===== config.mk =====
export PLATFORM = sky130hd
export DESIGN_NAME = lane_deser_rx
export DESIGN_NICKNAME = d
export VERILOG_FILES = /design/src/rtl/lrx_pkg.sv /design/src/rtl/lrx_frame_track.sv /design/src/rtl/lrx_lane_cap.sv /design/src/rtl/lrx_out_stage.sv /design/src/rtl/lane_deser_rx.sv
export SDC_FILE = /design/constraint.sdc
export NUM_CORES = 1
export LEC_CHECK = 0
export BUFFER_PORTS_ARGS = -buffer_cell sky130_fd_sc_hd__buf_2
export CORE_MARGIN = 3
export CORE_UTILIZATION = 34
export CTS_BUF_LIST = sky130_fd_sc_hd__clkbuf_8
export DETAILED_ROUTE_END_ITERATION = 16
export GPL_ROUTABILITY_DRIVEN = 0
export PLACE_DENSITY = 0.58
export SKIP_LAST_GASP = 1
export SLEW_MARGIN = 20
export SYNTH_ARGS = -nofsm -noshare
export SYNTH_HDL_FRONTEND = slang
export SYNTH_HIERARCHICAL = 1
export SYNTH_SLANG_ARGS = --single-unit
export TNS_END_PERCENT = 5

===== constraint.sdc =====
create_clock -name clk_7x -period 1.8 [get_ports clk_7x]
set_input_delay 0.09 -clock clk_7x [delete_from_list [all_inputs] [get_ports clk_7x]]
set_output_delay 0.09 -clock clk_7x [all_outputs]
set_load 0.01 [all_outputs]

===== src/rtl/lrx_pkg.sv =====
// Shared constants for the three-lane link receiver.
// Assumes a framing clock of seven slots per word, with four high slots followed by three low slots.
package lrx_pkg;
    localparam int SLOTS      = 7;
    localparam int HIGH_SLOTS = 4;
    localparam int SLOT_W     = 3;
    typedef logic [SLOT_W-1:0] slot_t;
endpackage


===== src/rtl/lrx_frame_track.sv =====
// Framing tracker. It finds word boundaries in the sampled framing clock, checks the
// shape of each period, keeps the lock count and spots a stopped clock.
// Assumes one framing-clock sample per sampling edge and LOSS_CYCLES > HIGH_SLOTS.
module lrx_frame_track
    import lrx_pkg::*;
#(
    parameter int LOCK_PERIODS = 4,
    parameter int LOSS_CYCLES  = 16
) (
    input  logic  clk,
    input  logic  rst_n,
    input  logic  sleep_n,
    input  logic  fclk_in,
    output slot_t pos_o,
    output logic  pos_vld_o,
    output logic  locked_o,
    output logic  lost_o
);
    localparam int    CNT_W    = $clog2(LOCK_PERIODS + 1);
    localparam int    IDLE_W   = $clog2(LOSS_CYCLES + 1);
    localparam slot_t PAST_END = slot_t'(SLOTS);

    logic              fclk_q;
    slot_t             slot_q;
    logic              pat_ok_q;
    logic [CNT_W-1:0]  good_cnt_q;
    logic [IDLE_W-1:0] idle_q;
    logic              rise;
    logic              toggle;
    logic              expect_hi;
    logic              period_good;

    assign rise        = fclk_in & ~fclk_q;
    assign toggle      = fclk_in ^ fclk_q;
    assign pos_o       = rise ? '0 : slot_q;
    assign pos_vld_o   = rise | (slot_q != PAST_END);
    assign expect_hi   = (slot_q < slot_t'(HIGH_SLOTS));
    assign period_good = rise & (slot_q == PAST_END) & pat_ok_q;
    assign lost_o      = (idle_q == IDLE_W'(LOSS_CYCLES));
    assign locked_o    = (good_cnt_q == CNT_W'(LOCK_PERIODS));

    // Slot position and pattern check for the period in progress.
    always_ff @(posedge clk) begin
        if (!rst_n) begin
            fclk_q   <= 1'b0;
            slot_q   <= PAST_END;
            pat_ok_q <= 1'b0;
        end else begin
            fclk_q <= fclk_in;
            if (rise) begin
                slot_q   <= slot_t'(1);
                pat_ok_q <= 1'b1;
            end else if (slot_q != PAST_END) begin
                slot_q   <= slot_q + slot_t'(1);
                pat_ok_q <= pat_ok_q & (fclk_in == expect_hi);
            end else begin
                pat_ok_q <= 1'b0;
            end
        end
    end

    // Count of consecutive good periods, saturating at the lock threshold.
    always_ff @(posedge clk) begin
        if (!rst_n || !sleep_n || lost_o) begin
            good_cnt_q <= '0;
        end else if (rise) begin
            if (!period_good)
                good_cnt_q <= '0;
            else if (!locked_o)
                good_cnt_q <= good_cnt_q + CNT_W'(1);
        end
    end

    // Sampling cycles since the last framing-clock transition.
    always_ff @(posedge clk) begin
        if (!rst_n || toggle)
            idle_q <= '0;
        else if (!lost_o)
            idle_q <= idle_q + IDLE_W'(1);
    end

    assert_loss_unlocks_R6: assert property (@(posedge clk) disable iff (!rst_n)
        lost_o |=> !locked_o);
    assert_lock_at_edge_R5: assert property (@(posedge clk) disable iff (!rst_n)
        $rose(locked_o) |-> $past(rise));
    assert_sleep_unlocks_R7: assert property (@(posedge clk) disable iff (!rst_n)
        !sleep_n |=> !locked_o);
endmodule


===== src/rtl/lrx_lane_cap.sv =====
// Capture buffer for one lane. Each valid slot position writes its own bit of the buffer.
// Assumes the position comes from the framing tracker and is in range whenever vld is 1.
module lrx_lane_cap
    import lrx_pkg::*;
(
    input  logic             clk,
    input  logic             rst_n,
    input  logic             lane_in,
    input  slot_t            pos,
    input  logic             vld,
    output logic [SLOTS-1:0] bits_o
);
    for (genvar b = 0; b < SLOTS; b++) begin : g_bit
        // Store the lane bit when the current slot matches this bit position.
        always_ff @(posedge clk) begin
            if (!rst_n)
                bits_o[b] <= 1'b0;
            else if (vld && pos == slot_t'(b))
                bits_o[b] <= lane_in;
        end
    end
endmodule


===== src/rtl/lrx_out_stage.sv =====
// Output register and strobe generator. It loads a finished word, sends a strobe
// pulse when locked, and forces everything low in power-down.
// Assumes done_i is a one-cycle pulse that comes at most once per seven cycles.
module lrx_out_stage
    import lrx_pkg::*;
#(
    parameter int WORD_W = 21
) (
    input  logic              clk,
    input  logic              rst_n,
    input  logic              sleep_n,
    input  logic              done_i,
    input  logic              locked_i,
    input  logic [WORD_W-1:0] word_i,
    output logic [WORD_W-1:0] word_o,
    output logic              strobe_o
);
    localparam int HI_W = $clog2(HIGH_SLOTS + 1);

    logic [HI_W-1:0] hi_left_q;

    // Word load, strobe launch and strobe high-time count.
    always_ff @(posedge clk) begin
        if (!rst_n || !sleep_n) begin
            word_o    <= '0;
            strobe_o  <= 1'b0;
            hi_left_q <= '0;
        end else if (done_i) begin
            word_o    <= word_i;
            strobe_o  <= locked_i;
            hi_left_q <= locked_i ? HI_W'(HIGH_SLOTS - 1) : '0;
        end else if (hi_left_q != '0) begin
            hi_left_q <= hi_left_q - HI_W'(1);
        end else begin
            strobe_o <= 1'b0;
        end
    end

    assert_sleep_forces_low_R7: assert property (@(posedge clk) disable iff (!rst_n)
        !sleep_n |=> (word_o == '0 && !strobe_o));
    assert_strobe_needs_lock_R4: assert property (@(posedge clk) disable iff (!rst_n)
        $rose(strobe_o) |-> ($past(locked_i) && $past(done_i)));
    assert_word_held_R6: assert property (@(posedge clk) disable iff (!rst_n)
        (sleep_n && !done_i) |=> $stable(word_o));
endmodule


===== src/rtl/lane_deser_rx.sv =====
// Three-lane link receiver top. It splits the framing-clock samples off to the tracker,
// runs one capture buffer per lane, and marks the end of each word for the output stage.
// Assumes clk_7x runs at seven times the word rate and each lane sample lands mid-bit.
module lane_deser_rx
    import lrx_pkg::*;
#(
    parameter int LANES        = 3,
    parameter int LOCK_PERIODS = 4,
    parameter int LOSS_CYCLES  = 16
) (
    input  logic                     clk_7x,
    input  logic                     rst_n,
    input  logic                     sleep_n,
    input  logic                     fclk_ser,
    input  logic [LANES-1:0]         lane_ser,
    output logic [LANES*SLOTS-1:0]   word_o,
    output logic                     strobe_o,
    output logic                     locked_o
);
    localparam int    WORD_W    = LANES * SLOTS;
    localparam slot_t LAST_SLOT = slot_t'(SLOTS - 1);

    slot_t                        pos;
    logic                         pos_vld;
    logic                         lost;
    logic                         done_q;
    logic [LANES-1:0][SLOTS-1:0]  lane_bits;
    logic [WORD_W-1:0]            word_cap;

    lrx_frame_track #(
        .LOCK_PERIODS (LOCK_PERIODS),
        .LOSS_CYCLES  (LOSS_CYCLES)
    ) u_track (
        .clk       (clk_7x),
        .rst_n     (rst_n),
        .sleep_n   (sleep_n),
        .fclk_in   (fclk_ser),
        .pos_o     (pos),
        .pos_vld_o (pos_vld),
        .locked_o  (locked_o),
        .lost_o    (lost)
    );

    for (genvar k = 0; k < LANES; k++) begin : g_lane
        lrx_lane_cap u_cap (
            .clk     (clk_7x),
            .rst_n   (rst_n),
            .lane_in (lane_ser[k]),
            .pos     (pos),
            .vld     (pos_vld),
            .bits_o  (lane_bits[k])
        );
    end

    assign word_cap = lane_bits;

    // Flag that the last slot of a word was captured on this edge.
    always_ff @(posedge clk_7x) begin
        if (!rst_n)
            done_q <= 1'b0;
        else
            done_q <= pos_vld && (pos == LAST_SLOT);
    end

    lrx_out_stage #(
        .WORD_W (WORD_W)
    ) u_out (
        .clk      (clk_7x),
        .rst_n    (rst_n),
        .sleep_n  (sleep_n),
        .done_i   (done_q),
        .locked_i (locked_o),
        .word_i   (word_cap),
        .word_o   (word_o),
        .strobe_o (strobe_o)
    );

    assert_no_strobe_when_lost_R6: assert property (@(posedge clk_7x) disable iff (!rst_n)
        lost |=> !$rose(strobe_o));
endmodule


== Word-level counts from Yosys, hierarchy flattened ==
Index checks and enable logic that the tools add are counted.
Word-level totals
  flip-flop bits (word level): 60
  bits of input ports: 7
Operators by class
  add/sub/neg operators: 4
  $lt $le $gt $ge: 1
  eq/ne operators: 13
  muxes and demuxes: 12
  bitwise operators: 8
  reductions and logical operators: 18
Operators with widths (number)
  3-bit 2-to-1 mux: 7
  3-bit == test (second input constant): 5
  1-bit logical AND: 7
  3-bit by 1-bit adder with 3-bit output (second input constant): 2
  3-bit by 2-bit == test with 1-bit output (second input constant): 2
  5-bit by 1-bit adder with 5-bit output (second input constant): 1
  5-bit == test (second input constant): 1
  1-bit AND: 4
  1-bit 2-to-1 mux: 4
  2-bit inequality test (second input constant): 2
  2-bit nonzero test: 2
  3-bit by 1-bit == test with 1-bit output (second input constant): 1
  3-bit logical NOT: 1
  1-bit logical OR: 3
  3-bit less-than comparator (second input constant): 1
  3-bit inequality test (second input constant): 1
  3-bit nonzero test: 1
  3-bit by 1-bit subtractor with 3-bit output (second input constant): 1
  1-bit logical NOT: 2
  2-bit 2-to-1 mux: 1
  1-bit inverter: 2
  2-bit AND reduction: 1
  2-bit OR reduction: 1
  1-bit == test: 1
  other kinds (2): 2

== Logic depth before layout (Yosys ltp) ==
  depth in word-level cells: 6
  mapped depth: 7

== By module ==
Netlist, hierarchy kept.
Modules (own cells, without submodules)
  lrx_lane_cap: times used 3, cells each 30, area each 324.1 um^2, seq. area each 140.1 um^2
  lrx_out_stage: times used 1, cells each 90, area each 942.2 um^2, seq. area each 500.5 um^2
  lrx_frame_track: times used 1, cells each 71, area each 679.4 um^2, seq. area each 260.2 um^2
  lane_deser_rx: times used 1, cells each 4, area each 35.0 um^2, seq. area each 20.0 um^2

== Worst setup path after synthesis ==
No wires, ideal clock.
  path kind: register -> register
  from: register u_track.fclk_q
  to: register g_lane[0].u_cap.bits_o[2]
  library setup time: 0.072 ns
  arrival time: 1.842 ns
  required time: 1.728 ns
  slack: -0.114 ns
  stages on the path, launching flop included: 7
  clock period less this slack: 1.914 ns
  cell sequence: dfxtp_1 > inv_1 > ha_1 > buf_2 > nor2b_1 > and4bb_1 > mux2i_1
Between the ends
  word-level cells in the longest chain between the ends: 5
  elaborated cells between the ends (all ways): 6
  classes of those cells: eq/ne (1); mux (1); bitwise (3); reduce/logical (1)
RTL lines
  start: declaration: RTL line lrx_frame_track.sv:23  | logic fclk_q;
  start signal: assignment: RTL line lrx_frame_track.sv:49  | fclk_q <= fclk_in;
  1-bit inverter: RTL line lrx_frame_track.sv:33  | assign rise = fclk_in & ~fclk_q;
  1-bit AND: RTL line lrx_frame_track.sv:33
  3-bit 2-to-1 mux: RTL line lrx_frame_track.sv:35  | assign pos_o = rise ? '0 : slot_q;
  via pos[1]: RTL line lane_deser_rx.sv:23  | slot_t pos;
  3-bit by 2-bit == test with 1-bit output: RTL line lrx_lane_cap.sv:18  | else if (vld && pos == slot_t'(b))
  1-bit logical AND: RTL line lrx_lane_cap.sv:18
  end signal: indexed assignment: RTL line lrx_lane_cap.sv:19  | bits_o[b] <= lane_in;
  end: declaration: RTL line lrx_lane_cap.sv:11  | output logic [SLOTS-1:0] bits_o
The timed path passes the listed nets, and every way through them passes these cells.
A chain may end at the register's enable or synchronous reset.

== Worst setup path after layout ==
  from: register u_track.fclk_q
  to: register g_lane[1].u_cap.bits_o[0]
Between the ends
  elaborated cells between the ends (all ways): 6
  classes of those cells: mux (1); bitwise (3); reduce/logical (2)
RTL lines
  1-bit inverter: RTL line lrx_frame_track.sv:33
  1-bit AND: RTL line lrx_frame_track.sv:33
  1-bit OR: RTL line lrx_frame_track.sv:36  | assign pos_vld_o = rise | (slot_q != PAST_END);
  via pos_vld: RTL line lane_deser_rx.sv:24  | logic pos_vld;
  1-bit logical AND: RTL line lrx_lane_cap.sv:18
  end signal: indexed assignment: RTL line lrx_lane_cap.sv:19
  end: declaration: RTL line lrx_lane_cap.sv:11
The timed path passes the listed nets, and every way through them passes these cells.

==> impl_metrics.py <==
metrics = {
    "floorplanning": {
        "die-width_um": 93.9,
        "row_count": 31,
        "start_util_pct": 35.7,
        "num_io_pins": 30,
        "die_h_um": 93.9,
        "die-area_sq_mm": 0.00882,
        "core-area_sq_mm": 0.00737,
    },
    "drt": {
        "routed_via_density": 4.70,
        "wl_mm": 4.91,
        "wire_per_inst_um": 12.3,
        "first_iter_violations": 69,
        "drt-pass1-iter-count": 4,
        "via_count": 1877,
        "drtAntennaViolNets": 0,
        "drc": 0,
    },
    "synth": {
        "avgSynthCellArea_sq_um": 10.3,
        "synth.most_common_cell": "dfxtp_1",
        "yosysTopAreaCell": "dfxtp_1",
        "ys_warn_count": 6,
        "synth_cell_types": 33,
        "yosys.area.top_type_share_pct": 45.7,
        "yosys-top-cells-area": "dfxtp_1, mux2i_1, nand2_1",
        "ys_seq_area_share_pct": 45.7,
        "synth-edff-count": 0,
        "synth_cells": 255,
        "synth_ff_type": "dfxtp_1",
        "syn_nets": 271,
        "synthTopCellsByCount": "dfxtp_1, mux2i_1, nand2_1",
        "async_flop_share_pct": 0,
        "netlist_area_sq_mm": 0.00263,
        "ys_seq_elements": 60,
    },
    "worst_hold_path": {
        "hp-class": "in2reg",
        "hold_path.startpoint": "fclk_ser",
    },
    "finish": {
        "fin_util_pct": 42.4,
        "n_antenna_cell": 0,
        "layout.nets": 313,
        "n_fill_cell": 745,
        "layout-drive-gt1-share_pct": 21.3,
        "area_growth_pct": 18.9,
    },
    "clock_tree": {
        "cts.sinks": 60,
        "cts_hold_buf": 0,
        "cts-root-buf": "clkbuf_8",
        "cts_tree": "yes",
        "cts_resized": 0,
        "path_clk_slew_ns": 0.07,
        "htree_levels": 3,
        "cts_made_buffers": 9,
        "post-cts-setup-buffer-count": 0,
        "cts_buffer_depth": 2,
        "clk_latency_ns": 0.34,
    },
    "sta": {
        "rsz0062_at_grt": "false",
        "worst_slew_pin_slew_ns": 0.477,
        "setup_viol": 0,
        "max_slew_margin_pct": 68.2,
        "final.min_clock_period_ns": 1.54,
        "hold_ws_ns": 0.0290,
        "finalCritPeriodShare_pct": 85.8,
        "max_freq_mhz": 647,
        "fin_skew_ns": 0.0109,
        "fin_tns_setup_ns": 0,
        "hold_viol": 0,
        "drv_slew": 0,
    },
    "worst_setup_path": {
        "cp_cell_sequence": "inv_1 -> ha_1 -> inv_1 -> nand2_1 -> buf_4 -> nor4b_2 -> mux2i_1",
        "crit_fanout": 22,
        "worstPathArrival_ns": 1.82,
        "slowest_stage": "dfxtp_1",
        "cp_common_cell": "inv_1",
        "timing.rr.start": "u_track/fclk_q",
        "crit_start": "u_track/fclk_q",
        "critPathLaunchType": "register",
        "critPathMaxStageDelay_ns": 0.29,
        "crit_required_ns": 2.07,
        "cp.buffers_inverters": 3,
        "path_class": "reg2reg",
        "crit_path_end_kind": "register",
        "critPathTopFamily": "buffers and inverters",
    },
    "status": {
        "status": "completed",
    },
    "power": {
        "ir_drop_v": 0.000480,
        "power_leakage_uw": 0.00127,
        "power_density_mw_per_mm2": 1000,
    },
    "global_routing": {
        "grt_max_degree": 24,
        "grt_pass1_vias": 1764,
        "grt_usage_pct": 12.2,
        "grt-ovfl-total": 0,
        "grt_pass1_wl_mm": 8.24,
        "grt_antenna_before_repair": 0,
    },
    "place": {
        "dp_hpwl_mm": 3.27,
        "io_buffers": 29,
    },
    "flow_run": {
        "cap_violations": 0,
    },
}
## registers in the layout (all words and copies together) (netlist names)
register and flops:
done_q 1, g_lane.u_cap/bits_o 21, u_out/hi_left_q 3, u_out/strobe_o 1, u_out/word_o 21, u_track/fclk_q 1
u_track/good_cnt_q 3, u_track/idle_q 5, u_track/pat_ok_q 1, u_track/slot_q 3
## where the power goes
group | internal (uW) | leakage [uW] | switching, uW
Sequential | 1400 | 0.000486 | 41.2
Combinational | 247 | 0.000681 | 271
Clock | 692 | 0.000102 | 493
Total | 2330 | 0.00127 | 804
## metrics by stage
stage	std cells	instance area, sq um	setup WS [ns]	total power (uW)
global route	399	3130	0.0847	3310
floorplan	255	2640	0.143	1850
global placement	385	2940	0.296	1980
detailed placement	385	2940	0.241	1990
CTS	399	3130	0.238	3190
finish	399	3130	0.256	3140
## final timing paths
kind                                     to  slack (ns)  depth (start not counted)
setup reg to reg  g_lane[1].u_cap/bits_o[0]        0.26                          7
setup / recovery  g_lane[1].u_cap/bits_o[0]        0.26                          7
hold / removal               u_track/fclk_q        0.03                          2
hold reg to reg   g_lane[1].u_cap/bits_o[1]        0.46                          2
## cell type report
cell class	instances	area, sq um	area share (%)
Inverter	10	37.5	1.20
Timing Repair Buffer	42	243	7.76
Clock buffer	11	151	4.84
Clock inverter	3	38.8	1.24
Sequential cell	60	1200	38.4
Tap cell	99	124	3.96
Multi-Input combinational cell	174	1330	42.6
## placed cells by master (no fill, tap or decap), drive strengths merged, types with 2 or more instances in the layout
cell / netlist / layout
dfxtp: 60 / 60
mux2i: 45 / 45
buf: 9 / 42
nand2: 31 / 31
nor2: 26 / 26
clkbuf: 2 / 11
inv: 10 / 11
and4bb: 9 / 9
nand4b: 9 / 9
ha: 9 / 9
nor2b: 6 / 6
xor2: 5 / 5
o21ai: 4 / 4
nand3b: 4 / 4
nor4b: 3 / 3
nand4: 3 / 3
a21oi: 3 / 3
nand3: 3 / 3
and2: 2 / 2
xnor2: 2 / 2
a211oi: 2 / 2
## per-layer routing
metal	vias to the layer above	global-route usage (%)	routed length, um
li1	968	-	-
met1	872	15.0	2330
met2	28	18.6	2260
met3	9	4.41	208
met4	0	6.86	110
met5	-	0	0
## logic make-up (layout without fill, tap and decap cells)
logic type                 Yosys count  in the layout  synth area share (%)
DFF                                 60             60                  45.7
xor gates and xnor gates             7              7                  2.33
buffers and inverters               21             66                  3.95
and+or+nand+nor                     99             99                  22.8
AOI/OAI and AO/OA                   14             14                  3.76
muxes                               45             45                  17.1
adders and majority gates            9              9                  4.28
Power figures use the tool's default switching activity.
